<file path="src/rtl/perf_mode_pkg.sv">
package perf_mode_pkg;

    typedef enum logic [2:0] {
        ST_IDLE,
        ST_SLEEP_WAIT,
        ST_VOLT_UP,
        ST_RATIO_LOW,
        ST_RATIO_HIGH,
        ST_VOLT_DOWN,
        ST_EXIT_HOLD
    } seq_state_t;

endpackage

</file>
<file path="src/rtl/perf_exit_timer.sv">
module perf_exit_timer #(
    parameter int unsigned HOLD_CYCLES = 3000
) (
    input  logic clk,
    input  logic rst_n,
    input  logic load,
    input  logic run,
    output logic expired
);
    localparam int unsigned CW = $clog2(HOLD_CYCLES + 1);
    localparam logic [CW-1:0] LOAD_VAL = CW'(HOLD_CYCLES - 1);

    logic [CW-1:0] cnt;

    always_ff @(posedge clk or negedge rst_n) begin
        if (!rst_n) begin
            cnt <= '0;
        end else if (load) begin
            cnt <= LOAD_VAL;
        end else if (run && cnt != '0) begin
            cnt <= cnt - 1'b1;
        end
    end

    assign expired = (cnt == '0);

    // a freshly loaded count is never already expired unless the hold is one cycle
    a_r6_load_not_expired: assert property (@(posedge clk) disable iff (!rst_n)
        (load && HOLD_CYCLES > 1) |=> !expired);

endmodule

</file>
<file path="src/rtl/perf_mode_fsm.sv">
module perf_mode_fsm
    import perf_mode_pkg::*;
(
    input  logic clk,
    input  logic rst_n,
    input  logic req_valid,
    input  logic req_target,
    input  logic sleep_ack,
    input  logic vgood,
    input  logic hold_expired,
    output logic hold_load,
    output logic hold_run,
    output logic sleep_req,
    output logic vraise_req,
    output logic ratio_sel_n,
    output logic busy
);
    seq_state_t state, state_nx;
    logic       going_up;

    // state register
    always_ff @(posedge clk or negedge rst_n) begin
        if (!rst_n) begin
            state    <= ST_IDLE;
            going_up <= 1'b0;
        end else begin
            state <= state_nx;
            if (state == ST_IDLE && state_nx == ST_SLEEP_WAIT) begin
                going_up <= req_target;
            end
        end
    end

    // next-state logic
    always_comb begin
        state_nx = state;
        unique case (state)
            ST_IDLE:       if (req_valid && (req_target == ratio_sel_n)) state_nx = ST_SLEEP_WAIT;
            ST_SLEEP_WAIT: if (sleep_ack) state_nx = going_up ? ST_VOLT_UP : ST_RATIO_HIGH;
            ST_VOLT_UP:    if (vgood) state_nx = ST_RATIO_LOW;
            ST_RATIO_LOW:  state_nx = ST_EXIT_HOLD;
            ST_RATIO_HIGH: state_nx = ST_VOLT_DOWN;
            ST_VOLT_DOWN:  if (vgood) state_nx = ST_EXIT_HOLD;
            ST_EXIT_HOLD:  if (hold_expired) state_nx = ST_IDLE;
            default:       state_nx = ST_IDLE;
        endcase
    end

    // registered control outputs: voltage request and ratio select
    always_ff @(posedge clk or negedge rst_n) begin
        if (!rst_n) begin
            vraise_req  <= 1'b0;
            ratio_sel_n <= 1'b1;
        end else begin
            if (state == ST_SLEEP_WAIT && state_nx == ST_VOLT_UP)    vraise_req  <= 1'b1;
            if (state == ST_RATIO_HIGH)                              vraise_req  <= 1'b0;
            if (state == ST_VOLT_UP && state_nx == ST_RATIO_LOW)     ratio_sel_n <= 1'b0;
            if (state == ST_SLEEP_WAIT && state_nx == ST_RATIO_HIGH) ratio_sel_n <= 1'b1;
        end
    end

    // decoded outputs
    always_comb begin
        sleep_req = 1'b0;
        busy      = (state != ST_IDLE);
        hold_run  = (state == ST_EXIT_HOLD);
        hold_load = (state_nx == ST_EXIT_HOLD) && (state != ST_EXIT_HOLD);
        unique case (state)
            ST_SLEEP_WAIT, ST_VOLT_UP, ST_RATIO_LOW,
            ST_RATIO_HIGH, ST_VOLT_DOWN: sleep_req = 1'b1;
            default:                     sleep_req = 1'b0;
        endcase
    end

    // voltage request only rises after deep sleep was acknowledged
    a_r3_raise_after_ack: assert property (@(posedge clk) disable iff (!rst_n)
        $rose(vraise_req) |-> $past(sleep_ack));

    // high ratio only selected while the voltage is raised
    a_r4_ratio_after_volt: assert property (@(posedge clk) disable iff (!rst_n)
        $fell(ratio_sel_n) |-> vraise_req);

    // voltage only lowered after the low ratio is back
    a_r5_volt_after_ratio: assert property (@(posedge clk) disable iff (!rst_n)
        $fell(vraise_req) |-> ratio_sel_n);

    // ratio and voltage move only inside the deep-sleep window
    a_r9_change_in_sleep: assert property (@(posedge clk) disable iff (!rst_n)
        (!$stable(ratio_sel_n) || !$stable(vraise_req)) |-> $past(sleep_req));

    // same-mode request while idle leaves the block idle
    a_r7_same_mode_ignored: assert property (@(posedge clk) disable iff (!rst_n)
        (!busy && req_valid && (req_target != ratio_sel_n)) |=> !busy);

endmodule

</file>
<file path="src/rtl/perf_mode_seq.sv">
module perf_mode_seq #(
    parameter int unsigned CLK_MHZ = 100,
    parameter int unsigned EXIT_US = 30
) (
    input  logic clk,
    input  logic rst_n,
    input  logic req_valid,
    input  logic req_target,
    input  logic sleep_ack,
    input  logic vgood,
    output logic sleep_req,
    output logic vraise_req,
    output logic ratio_sel_n,
    output logic mode_high,
    output logic busy
);
    localparam int unsigned HOLD_CYCLES = (CLK_MHZ * EXIT_US < 1) ? 1 : CLK_MHZ * EXIT_US;

    logic hold_load, hold_run, hold_expired;

    perf_mode_fsm u_fsm (
        .clk          (clk),
        .rst_n        (rst_n),
        .req_valid    (req_valid),
        .req_target   (req_target),
        .sleep_ack    (sleep_ack),
        .vgood        (vgood),
        .hold_expired (hold_expired),
        .hold_load    (hold_load),
        .hold_run     (hold_run),
        .sleep_req    (sleep_req),
        .vraise_req   (vraise_req),
        .ratio_sel_n  (ratio_sel_n),
        .busy         (busy)
    );

    perf_exit_timer #(.HOLD_CYCLES(HOLD_CYCLES)) u_timer (
        .clk     (clk),
        .rst_n   (rst_n),
        .load    (hold_load),
        .run     (hold_run),
        .expired (hold_expired)
    );

    assign mode_high = ~ratio_sel_n;

endmodule

</file>
<file path="config.mk">
export PLATFORM = sky130hd
export DESIGN_NAME = perf_mode_seq
export DESIGN_NICKNAME = d
export VERILOG_FILES = /design/src/rtl/perf_mode_pkg.sv /design/src/rtl/perf_exit_timer.sv /design/src/rtl/perf_mode_fsm.sv /design/src/rtl/perf_mode_seq.sv
export SDC_FILE = /design/constraint.sdc
export NUM_CORES = 1
export LEC_CHECK = 0
export BUFFER_PORTS_ARGS = -buffer_cell sky130_fd_sc_hd__buf_2
export CELL_PAD_IN_SITES_DETAIL_PLACEMENT = 1
export CELL_PAD_IN_SITES_GLOBAL_PLACEMENT = 1
export CORE_MARGIN = 2
export CORE_UTILIZATION = 39
export CTS_CLUSTER_SIZE = 10
export DETAILED_ROUTE_END_ITERATION = 16
export MAX_ROUTING_LAYER = met4
export PLACE_DENSITY = 0.77
export SLEW_MARGIN = 20
export SYNTH_ARGS = -nofsm -noshare
export SYNTH_HDL_FRONTEND = slang
export SYNTH_SLANG_ARGS = --single-unit
</file>
<file path="constraint.sdc">
create_clock -name clk -period 2.07 [get_ports clk]
set_clock_uncertainty 0.2 [all_clocks]
set_input_delay 0.207 -clock clk [delete_from_list [all_inputs] [get_ports clk]]
set_output_delay 0.207 -clock clk [all_outputs]
set_load 0.01 [all_outputs]
</file>
==> impl_metrics.sql <==
INSERT INTO impl_metrics (metric_group, metric, value, unit) VALUES
('outcome', 'status', 'finished clean', ''),
('global_routing', 'grt_first_pass_wirelength', '4440', 'microns'),
('timing', 'finalHoldViolCount', '0', ''),
('critical_path', 'cpLargestDelayFamily', 'simple AND/OR/NAND/NOR gates', ''),
('timing', 'finalCritPeriodShare', '97.2', '%'),
('logic_synthesis', 'ys_seq_elements', '18', ''),
('route', 'wl_per_cell', '15.7', 'microns'),
('critical_path', 'timing.critical_path.from_type', 'register', ''),
('layout', 'final_cell_count_no_fill', '163', ''),
('logic_synthesis', 'post_synth_num_cell_types', '42', ''),
('floorplanning', 'pin_count', '11', ''),
('critical_path', 'critical_path.n_buffers_inverters', '1', ''),
('floorplanning', 'initial_core_util', '41.4', '%'),
('logic_synthesis', 'synth_top_cells_by_count', '17 x sky130_fd_sc_hd__dfrtp_1, 13 x sky130_fd_sc_hd__nand2_1, 6 x sky130_fd_sc_hd__nor2_1, 6 x sky130_fd_sc_hd__o21ai_0', ''),
('floorplanning', 'fp.dieArea', '3080', 'sq um'),
('placement', 'estimated_wirelength_of_the_detail_placed_design', '1880', 'microns'),
('pwr', 'irDropWorstVdd', '0.000648', 'V'),
('timing', 'max_freq', '497', 'MHz'),
('critical_path', 'critical_path_peak_fanout', '4', ''),
('timing', 'slew_headroom', '64.4', '%'),
('cts', 'htree_num_levels', '1', ''),
('pwr', 'cellLeakagePower', '0.509', 'nW'),
('route', 'vias', '944', ''),
('critical_path', 'worst-setup-path-type', 'register to register', ''),
('critical_path', 'timing.critical_path.arrival', '2.00', 'ns'),
('route', 'ant_nets', '0', ''),
('route', 'finalWirelength', '2560', 'microns'),
('pwr', 'powerDensity', '1100', 'nW/um^2'),
('timing', 'timing.setup.tns', '0', 'ns'),
('run', 'maxCapViolCount', '0', ''),
('global_routing', 'track_usage', '18.8', '%'),
('placement', 'dpl_cell_area', '1180', 'sq um'),
('logic_synthesis', 'synth_cells', '110', ''),
('timing', 'timing.hold.ws', '0.0182', 'ns'),
('route', 'drt_first_iter_violations', '20', ''),
('floorplanning', 'die_h', '55.5', 'microns'),
('logic_synthesis', 'synth_fp_nets', '118', ''),
('cts', 'tritoncts', 'done', ''),
('global_routing', 'overflow', '0', ''),
('layout', 'num_antenna_cells', '0', ''),
('logic_synthesis', 'synth.yosys.warnings', '0', ''),
('logic_synthesis', 'yosysTopAreaCell', 'sky130_fd_sc_hd__dfrtp_1', ''),
('timing', 'max_slew.worst_pin.slew', '0.529', 'ns'),
('cts', 'clock_tree.root_cell', 'sky130_fd_sc_hd__clkbuf_4', ''),
('global_routing', 'first_global_vias', '996', ''),
('route', 'drc_errors', '0', ''),
('layout', 'post_route_cells_drive_above_1_share', '30.8', '%'),
('critical_path', 'crit_slowest_cell', 'sky130_fd_sc_hd__or4_4', ''),
('timing', 'crit_path_time_final', '2.01', 'ns'),
('route', 'detail_route.vias_per_cell', '5.79', ''),
('timing', 'final_setup_fails', '0', ''),
('critical_path', 'critical_path_required', '2.06', 'ns'),
('placement', 'buffer_ports.inserted', '10', ''),
('critical_path', 'highest_cell_delay_on_the_worst_timing_path', '0.42', 'ns'),
('logic_synthesis', 'postSynthAreaPerCell', '9.41', 'sq um'),
('placement', 'place_inst', '156', ''),
('cts', 'cts_max_path_buffers', '2', ''),
('cts', 'path_clk_slew', '0.10', 'ns'),
('cts', 'insertion_delay', '0.31', 'ns'),
('cts', 'tritoncts_num_sinks', '18', ''),
('layout', 'final_design_area_no_fill', '1300', 'sq um'),
('logic_synthesis', 'part_of_the_yosys_area_used_for_sequential_elements', '43.7', '%'),
('floorplanning', 'row_count', '18', ''),
('floorplanning', 'die_width', '55.5', 'microns'),
('timing', 'final-max-slew-violation-count', '0', ''),
('logic_synthesis', 'ys.flop_type', 'sky130_fd_sc_hd__dfrtp_1', ''),
('placement', 'final_gp_congestion', '0.772', ''),
('logic_synthesis', 'synth_top_cell_area_share', '41.1', '%'),
('logic_synthesis', 'mappedNetlistArea', '1030', 'sq um'),
('layout', 'layout.nets', '142', ''),
('layout', 'area.growth.synth_to_final', '25.6', '%');
==> flip-flops by register name (all words and copies together) (netlist names) <==
signal and cells:
u_fsm.state 3, u_timer.cnt 12, u_fsm.going_up 1, u_fsm.ratio_sel_n 1, u_fsm.vraise_req 1
==> cell families (layout without fill, tap and decap cells) <==
family | count (synthesis) | after routing | share of synthesized area (%)
fa+ha+maj | 2 | 2 | 2.42
buf+inv | 8 | 31 | 3.02
mux | 5 | 5 | 4.96
flops | 18 | 18 | 43.7
simple gates | 46 | 46 | 25.6
compound gates | 30 | 30 | 19.5
xor+xnor | 1 | 1 | 0.847
==> worst reg2reg max path, stage by stage, from the launching register on <==
cell and delay (ns):
sky130_fd_sc_hd__dfrtp_1 0.37, sky130_fd_sc_hd__inv_2 0.06, sky130_fd_sc_hd__ha_2 0.18, sky130_fd_sc_hd__nor4b_4 0.14
sky130_fd_sc_hd__a311o_2 0.40, sky130_fd_sc_hd__or4_4 0.42, sky130_fd_sc_hd__mux2i_1 0.13
==> placed cells by master (no fill, tap or decap), types with 3 or more instances in the layout <==
cell type and n:
sky130_fd_sc_hd__a21oi_1 5, sky130_fd_sc_hd__a31oi_1 5, sky130_fd_sc_hd__buf_2 10, sky130_fd_sc_hd__buf_4 10, sky130_fd_sc_hd__clkbuf_4 3, sky130_fd_sc_hd__dfrtp_1 17
sky130_fd_sc_hd__inv_1 4, sky130_fd_sc_hd__mux2i_1 4, sky130_fd_sc_hd__nand2_1 13, sky130_fd_sc_hd__nor2_1 6, sky130_fd_sc_hd__nor4_2 3, sky130_fd_sc_hd__o21ai_0 6
sky130_fd_sc_hd__o21ai_1 3
==> metal layers <==
| layer | global-route usage [%] | up-vias | routed length [microns] |
|---|---|---|---|
| met5 | - | - | 0 |
| met4 | 10.8 | 0 | 72 |
| met3 | 2.58 | 7 | 64 |
| met2 | 30.4 | 14 | 1250 |
| met1 | 22.3 | 460 | 1170 |
| li1 | - | 463 | - |
==> path summary, 6_finish.rpt <==
check,from,endpoint,slack (ns),cells past startpoint
setup / recovery,u_timer.cnt[0],u_timer.cnt[3],0.06,6
hold / removal,req_valid,u_fsm.going_up,0.02,4
setup reg to reg,u_timer.cnt[0],u_timer.cnt[3],0.06,6
hold reg to reg,u_fsm.vraise_req,u_fsm.vraise_req,0.35,2
max in group asynchronous,rst_n,u_fsm.ratio_sel_n,1.19,2
min in group asynchronous,rst_n,u_timer.cnt[7],0.15,2
==> what timing repair did <==
item	CTS	global route
endpoints found under the hold margin	19	0
pin swaps	1	1
endpoints found under the setup margin	6	12
buffers inserted	0	1
hold buffers	2	0
resized for setup	5	7
==> metrics by stage <==
| stage | worst slack [ns] | util (%) | total power, mW |
|---|---|---|---|
| after global placement | 0.0598 | 47.1 | 1.15 |
| final | 0.0581 | 52.0 | 1.43 |
| after detailed placement | -0.0311 | 47.1 | 1.19 |
| after floorplan | 0.0210 | - | 0.929 |
| after global routing | -0.0163 | 52.0 | 1.54 |
| after CTS | 0.0361 | 50.3 | 1.40 |
==> where the power goes <==
group / leakage (nW) / switching (mW) / internal [mW]
combinational: 0.299 / 0.385 / 0.308
clock: 0.0150 / 0.111 / 0.0754
sequential: 0.195 / 0.104 / 0.446
total: 0.509 / 0.600 / 0.829
==> cell type report <==
class | count | area [sq um]
clock buffers | 4 | 26.3
inverters | 5 | 18.8
multi-input cells | 84 | 621
well taps | 30 | 37.5
repair buffers | 22 | 145
fillers | 303 | 1200
flip-flops and latches | 18 | 452
(Power assumes the default switching activity.)
